## src/rtl/stby_clk_pkg.sv

```systemverilog
package stby_clk_pkg;
  typedef enum logic [1:0] {
    SM_STOP   = 2'd0,
    SM_ALWAYS = 2'd1,
    SM_DEMAND = 2'd2
  } src_mode_e;

  function automatic src_mode_e stby_mode(input logic runstby, input logic ondemand);
    if (ondemand) return SM_DEMAND;
    if (runstby)  return SM_ALWAYS;
    return SM_STOP;
  endfunction
endpackage

```

## src/rtl/stby_demand_net.sv

```systemverilog
module stby_demand_net #(
  parameter int NS = 4,
  parameter int NG = 4,
  parameter int NP = 8,
  localparam int SW = (NS > 1) ? $clog2(NS) : 1,
  localparam int GW = (NG > 1) ? $clog2(NG) : 1
) (
  input  logic          standby_i,
  input  logic [NG-1:0] gen_en_i,
  input  logic [NG-1:0] gen_runstby_i,
  input  logic [NG*SW-1:0] gen_src_sel_i,
  input  logic [NP*GW-1:0] per_gen_sel_i,
  input  logic [NP-1:0] per_gclk_req_i,
  input  logic [NP-1:0] per_bus_req_i,
  output logic [NG-1:0] gen_act_o,
  output logic [NS-1:0] src_dem_o
);
  logic [NG-1:0] gen_req;

  always_comb begin
    gen_req = '0;
    for (int g = 0; g < NG; g++) begin
      for (int p = 0; p < NP; p++) begin
        if (per_gclk_req_i[p] && per_gen_sel_i[p*GW +: GW] == GW'(g)) gen_req[g] = 1'b1;
      end
    end
    if (|per_bus_req_i) gen_req[0] = 1'b1;
  end

  always_comb begin
    for (int g = 0; g < NG; g++)
      gen_act_o[g] = gen_en_i[g] & (~standby_i | gen_runstby_i[g] | gen_req[g]);
  end

  always_comb begin
    src_dem_o = '0;
    for (int s = 0; s < NS; s++) begin
      for (int g = 0; g < NG; g++) begin
        if (gen_act_o[g] && gen_src_sel_i[g*SW +: SW] == SW'(s)) src_dem_o[s] = 1'b1;
      end
    end
  end
endmodule

```

## src/rtl/stby_src_slot.sv

```systemverilog
module stby_src_slot
  import stby_clk_pkg::*;
#(
  parameter int SU_CYC = 4,
  localparam int CW = $clog2(SU_CYC + 2)
) (
  input  logic clk,
  input  logic rst_n,
  input  logic standby_i,
  input  logic en_i,
  input  logic runstby_i,
  input  logic ondemand_i,
  input  logic demand_i,
  output logic run_o,
  output logic ready_o
);
  src_mode_e mode;
  logic      stby_on;
  logic      on;
  logic [CW-1:0] cnt_q;

  assign mode = stby_mode(runstby_i, ondemand_i);

  always_comb begin
    case (mode)
      SM_ALWAYS: stby_on = 1'b1;
      SM_DEMAND: stby_on = demand_i;
      default:   stby_on = 1'b0;
    endcase
  end

  assign on = en_i & (standby_i ? stby_on : 1'b1);

  always_ff @(posedge clk or negedge rst_n) begin
    if (!rst_n) begin
      run_o <= 1'b0;
      cnt_q <= '0;
    end else begin
      run_o <= on;
      if (!run_o)                    cnt_q <= '0;
      else if (cnt_q < CW'(SU_CYC))  cnt_q <= cnt_q + 1'b1;
    end
  end

  assign ready_o = run_o & (cnt_q == CW'(SU_CYC));

  generate
    if (SU_CYC > 0) begin : g_su_chk
      a_r6_ready_after_run: assert property (@(posedge clk) disable iff (!rst_n)
        $rose(ready_o) |-> $past(run_o));
    end
  endgenerate

  a_r5_off_after_withdraw: assert property (@(posedge clk) disable iff (!rst_n)
    (standby_i && ondemand_i && !demand_i) |=> !run_o);
endmodule

```

## src/rtl/stby_clk_ctrl.sv

```systemverilog
module stby_clk_ctrl #(
  parameter int NS = 4,
  parameter int NG = 4,
  parameter int NP = 8,
  parameter int SU_CYC = 4,
  localparam int SW = (NS > 1) ? $clog2(NS) : 1,
  localparam int GW = (NG > 1) ? $clog2(NG) : 1
) (
  input  logic             clk,
  input  logic             rst_n,
  input  logic             standby_i,
  input  logic [NS-1:0]    src_en_i,
  input  logic [NS-1:0]    src_runstby_i,
  input  logic [NS-1:0]    src_ondemand_i,
  input  logic [NG-1:0]    gen_en_i,
  input  logic [NG-1:0]    gen_runstby_i,
  input  logic [NG*SW-1:0] gen_src_sel_i,
  input  logic [NP*GW-1:0] per_gen_sel_i,
  input  logic [NP-1:0]    per_gclk_req_i,
  input  logic [NP-1:0]    per_bus_req_i,
  output logic [NS-1:0]    src_run_o,
  output logic [NS-1:0]    src_ready_o,
  output logic [NG-1:0]    gen_clk_en_o,
  output logic             mclk_en_o,
  output logic [NP-1:0]    bus_clk_en_o
);
  logic [NG-1:0] gen_act;
  logic [NS-1:0] src_dem;

  stby_demand_net #(.NS(NS), .NG(NG), .NP(NP)) u_net (
    .standby_i      (standby_i),
    .gen_en_i       (gen_en_i),
    .gen_runstby_i  (gen_runstby_i),
    .gen_src_sel_i  (gen_src_sel_i),
    .per_gen_sel_i  (per_gen_sel_i),
    .per_gclk_req_i (per_gclk_req_i),
    .per_bus_req_i  (per_bus_req_i),
    .gen_act_o      (gen_act),
    .src_dem_o      (src_dem)
  );

  for (genvar s = 0; s < NS; s++) begin : g_src
    stby_src_slot #(.SU_CYC(SU_CYC)) u_slot (
      .clk        (clk),
      .rst_n      (rst_n),
      .standby_i  (standby_i),
      .en_i       (src_en_i[s]),
      .runstby_i  (src_runstby_i[s]),
      .ondemand_i (src_ondemand_i[s]),
      .demand_i   (src_dem[s]),
      .run_o      (src_run_o[s]),
      .ready_o    (src_ready_o[s])
    );

    a_r2_awake_runs: assert property (@(posedge clk) disable iff (!rst_n)
      (!standby_i && src_en_i[s]) |=> src_run_o[s]);
    a_r3_stopped_mode: assert property (@(posedge clk) disable iff (!rst_n)
      (standby_i && !src_runstby_i[s] && !src_ondemand_i[s]) |=> !src_run_o[s]);
  end

  always_comb begin
    gen_clk_en_o = '0;
    for (int g = 0; g < NG; g++) begin
      for (int s = 0; s < NS; s++) begin
        if (gen_src_sel_i[g*SW +: SW] == SW'(s))
          gen_clk_en_o[g] = gen_act[g] & src_ready_o[s];
      end
    end
  end

  assign mclk_en_o = gen_clk_en_o[0] & (~standby_i | (|per_bus_req_i));

  for (genvar p = 0; p < NP; p++) begin : g_bus
    assign bus_clk_en_o[p] = mclk_en_o & (~standby_i | per_bus_req_i[p]);

    a_r9_only_requester: assert property (@(posedge clk) disable iff (!rst_n)
      (standby_i && bus_clk_en_o[p]) |-> per_bus_req_i[p]);
  end

  for (genvar g = 0; g < NG; g++) begin : g_gchk
    for (genvar s = 0; s < NS; s++) begin : g_s
      a_r7_needs_ready: assert property (@(posedge clk) disable iff (!rst_n)
        (gen_clk_en_o[g] && gen_src_sel_i[g*SW +: SW] == SW'(s)) |-> src_ready_o[s]);
    end
  end

  a_r8_mclk_needs_gen0: assert property (@(posedge clk) disable iff (!rst_n)
    mclk_en_o |-> gen_clk_en_o[0]);
endmodule

```

## config.mk

```make
export PLATFORM = sky130hd
export DESIGN_NAME = stby_clk_ctrl
export DESIGN_NICKNAME = d
export VERILOG_FILES = /design/src/rtl/stby_clk_pkg.sv /design/src/rtl/stby_demand_net.sv /design/src/rtl/stby_src_slot.sv /design/src/rtl/stby_clk_ctrl.sv
export SDC_FILE = /design/constraint.sdc
export NUM_CORES = 1
export LEC_CHECK = 0
export CORE_UTILIZATION = 35
export DETAILED_ROUTE_END_ITERATION = 8
export PLACE_DENSITY = 0.82
export SLEW_MARGIN = 20
export SYNTH_ARGS = -nofsm -noshare
export SYNTH_HDL_FRONTEND = slang
export SYNTH_SLANG_ARGS = --single-unit
export TNS_END_PERCENT = 50
```

## constraint.sdc

```tcl
create_clock -name clk -period 2.2 [get_ports clk]
set_input_delay 0.22 -clock clk [delete_from_list [all_inputs] [get_ports clk]]
set_output_delay 0.22 -clock clk [all_outputs]
set_load 0.05 [all_outputs]
```

==> results.toml <==
[clocking]
clock_sink_count = 16
cts-buffers-inserted = 3
clk_pin_slew_worst_paths_ns = 0.06
tritoncts = "done"
clock-root-buffer = "clkbuf_8"
worstSkewPairLatency_ns = 0.25
clock_tree.htree_level_count = 1
clk_path_buf_depth = 2

[final_layout]
total_nets_final = 368
nFillCells = 314
final_layout_size_suffix_gt1_share_pct = 25.7
area_delta_synth_final_pct = 84.7
n_antenna_cell = 0
multi_input_comb_area_sq_um = 1080
seqCellArea_sq_um = 400
utilization_pct = 69.2
final_area_sq_um = 2850

[yosys]
synth_warnings = 0
synth_edf_count = 0
synth_adder_area_share_pct = 6.49
synth_top_flop_cell = "dfrtp_1"
netlist_top_cells_area = "dfrtp_1, nand3b_1, ha_1"
synth.yosys.seq_area_share_pct = 26.0
synthXorXnorAreaFrac_pct = 2.27
syn-cell-area_sq_um = 1540
synth_compound_gate_area_share_pct = 15.9
yosysUniqueCellTypes = 38
ys_ff_latch = 16
synthDominantCellAreaShare_pct = 26.0
synthesis.nets = 259
post-synth-top-count-cell = "inv_1"
synth.area.mux_share_pct = 8.44
biggest_area_consumer_among_synthesized_cells = "dfrtp_1"
synth_simple_gate_area_share_pct = 31.2
avgSynthCellArea_sq_um = 8.20
postSynth.asyncResetShare_pct = 100
netlist_top_cells_count = "inv_1, nand2_1, dfrtp_1"
syn-instance-count = 188
synth_top_family_by_area = "simple AND/OR/NAND/NOR gates"

[power]
pwr-share-comb_pct = 39.1
p_leak_uw = 0.00131
ir_worst_vdd_mv = 0.222
power.switching_uw = 295
power_density_of_the_placed_cells_nw_per_um2 = 349
power.switching_fraction_pct = 29.7
cell_internal_pwr_uw = 698
power_frac_clock_pct = 26.5
sequentialPowerShare_pct = 34.4

[worst_setup_path]
worst_r2r_path_depth = 4
worst_setup_path_start_kind = "input pin"
crit_slowest_cell = "or4_4"
cp_max_fo = 4
worstSetupEndpointType = "output pin"
cp_num_cells = 7
cell_chain_of_the_critical_path = "dlygate4sd2_1, nor3b_2, or4_4, o41a_1, nand2_2, nor2_1, buf_6"
timing_worst_setup_path_type = "in -> out"
worst_path_dominant_cell_family = "simple AND/OR/NAND/NOR gates"
worst_ep_arrival_time_ns = 1.94
critPathBufInv = 2
critPathRequiredTime_ns = 1.98
cp_slowest_stage_delay_ns = 0.51

[die]
core_region_area_sq_um = 4120
dieArea_sq_um = 4670
start_util_pct = 37.5
placement_rows = 23
die_x_um = 68.4
io-pin-count = 84
chipHeight_um = 68.4

[sta]
peak_clock_frequency_supported_by_timing_mhz = 462
worst-slew-pin-transition_ns = 0.733
maxSlewHeadroom_pct = 51.0
grt_setup_unrepaired = "true"
report.final.setup_viol = 0
setup_skew_ns = 0.00185
final-hold-violation-count = 0
layout_min_cycle_time_ns = 2.16
slew_viol_final = 0
final.setup.tns_ns = 0
post-route-period-util_pct = 98.3

[route]
drc_errors_left = 0
wire_per_inst_um = 14.2
vias = 1816
detail_route.first_pass.iterations = 4
drt_wl_total_mm = 4.92
drtAntennaViolNets = 0
iteration_0_drc_markers = 77
viasPerCell = 5.25

[outcome]
result_of_the_run = "completed"

[min_path]
hold_path_class = "in -> async"

[grt]
grt_max_degree = 17
initial_antenna_violation_count = 0
global_route_wire_length_before_repair_mm = 7.30
grt_util_all_layers_pct = 21.0
grt-ovfl-total = 0
grt_pass1_vias = 1688

[place]
dp.final_hpwl_mm = 3.99
port-buffer-count = 83
globalplace.congestion = 0.939
placed_cell_area_sq_um = 2580

[flow_run]
drv_cap = 0
-- timing repair --
action / 4_1_cts / 5_1_grt
setup endpoints to repair: 13 / 13
setup buffers: 5 / 2
hold endpoints to repair: 0 / 0
pin swaps: 3 / 6
gates resized for setup: 14 / 42
hold buffers: 0 / 0
-- cell type report --
cell class                      count  share of cell area (%)
Sequential cell                    16                    14.1
Clock buffer                        4                    1.93
Tap cell                           50                    2.20
Multi-Input combinational cell    140                    38.1
Inverter                           22                    2.90
Timing Repair Buffer              114                    40.8
-- power by group through the flow --
stage | Combinational, uW | Clock [uW] | Sequential [uW]
2_1_floorplan | 157 | 0 | 342
3_3_place_gp | 348 | 0 | 347
3_5_place_dp | 359 | 0 | 348
4_1_cts | 373 | 266 | 340
5_1_grt | 424 | 280 | 344
6_report | 388 | 263 | 341
-- registers in the layout, summed over array words and instances, names as in the netlist --
signal	flops
g_src.u_slot.cnt_q	12
g_src.u_slot.run_o	4
-- through the flow --
| step | hold WS [ns] | setup slack (ns) | instances | power [uW] |
|---|---|---|---|---|
| after floorplan | -0.0756 | 0.0209 | 188 | 499 |
| after global placement | 0.548 | -0.240 | 335 | 695 |
| after detailed placement | 0.553 | -0.270 | 335 | 707 |
| after CTS | 0.430 | -0.00444 | 344 | 979 |
| after global routing | 0.464 | -0.0247 | 346 | 1050 |
| final | 0.404 | 0.0377 | 346 | 993 |
-- cells by family after synthesis --
kind of cell               count (synthesis)
adders and majority gates                  8
AOI/OAI and AO/OA                         34
buffers and inverters                     32
xor gates and xnor gates                   4
DFF                                       16
and+or+nand+nor                           86
muxes                                      8
-- worst reg2reg max path, stage by stage (launching register included) --
cell	delay (ns)
dfrtp_1	0.39
buf_4	0.13
buf_4	0.13
ha_1	0.18
o21a_1	0.16
-- worst paths after layout --
path	end	slack, ns	startpoint
worst max-delay path	bus_clk_en_o[1]	0.04	per_gclk_req_i[3]
worst max register to register	g_src[2].u_slot.cnt_q[2]	1.10	g_src[2].u_slot.cnt_q[0]
max in group asynchronous	g_src[2].u_slot.run_o	1.34	rst_n
worst min-delay path	g_src[2].u_slot.cnt_q[2]	0.40	rst_n
min in group clk	g_src[0].u_slot.run_o	0.50	src_en_i[0]
worst min register to register	g_src[0].u_slot.cnt_q[2]	0.57	g_src[0].u_slot.run_o
-- placed cells by master (no fill, tap or decap), drive strengths merged, types with 6 or more instances in the layout --
| master | instances |
|---|---|
| ha | 8 |
| nor2 | 7 |
| clkbuf | 9 |
| buf | 43 |
| nand2 | 21 |
| dlymetal6s2s | 8 |
| a21oi | 7 |
| dlygate4sd2 | 8 |
| nor3b | 7 |
| inv | 22 |
| dfrtp | 16 |
| nor2b | 6 |
| a31oi | 8 |
| clkdlybuf4s50 | 50 |
| nand3b | 15 |
| nand3 | 13 |
-- layer usage --
| layer | track usage (%) | wire [um] | share of wire (%) |
|---|---|---|---|
| met1 | 24.0 | 1930 | 39 |
| met2 | 38.1 | 2460 | 50 |
| met3 | 4.67 | 469 | 9.5 |
| met4 | 6.77 | 60 | 1.2 |
| met5 | 0 | 0 | 0 |
Power figures use the tool's default switching activity.
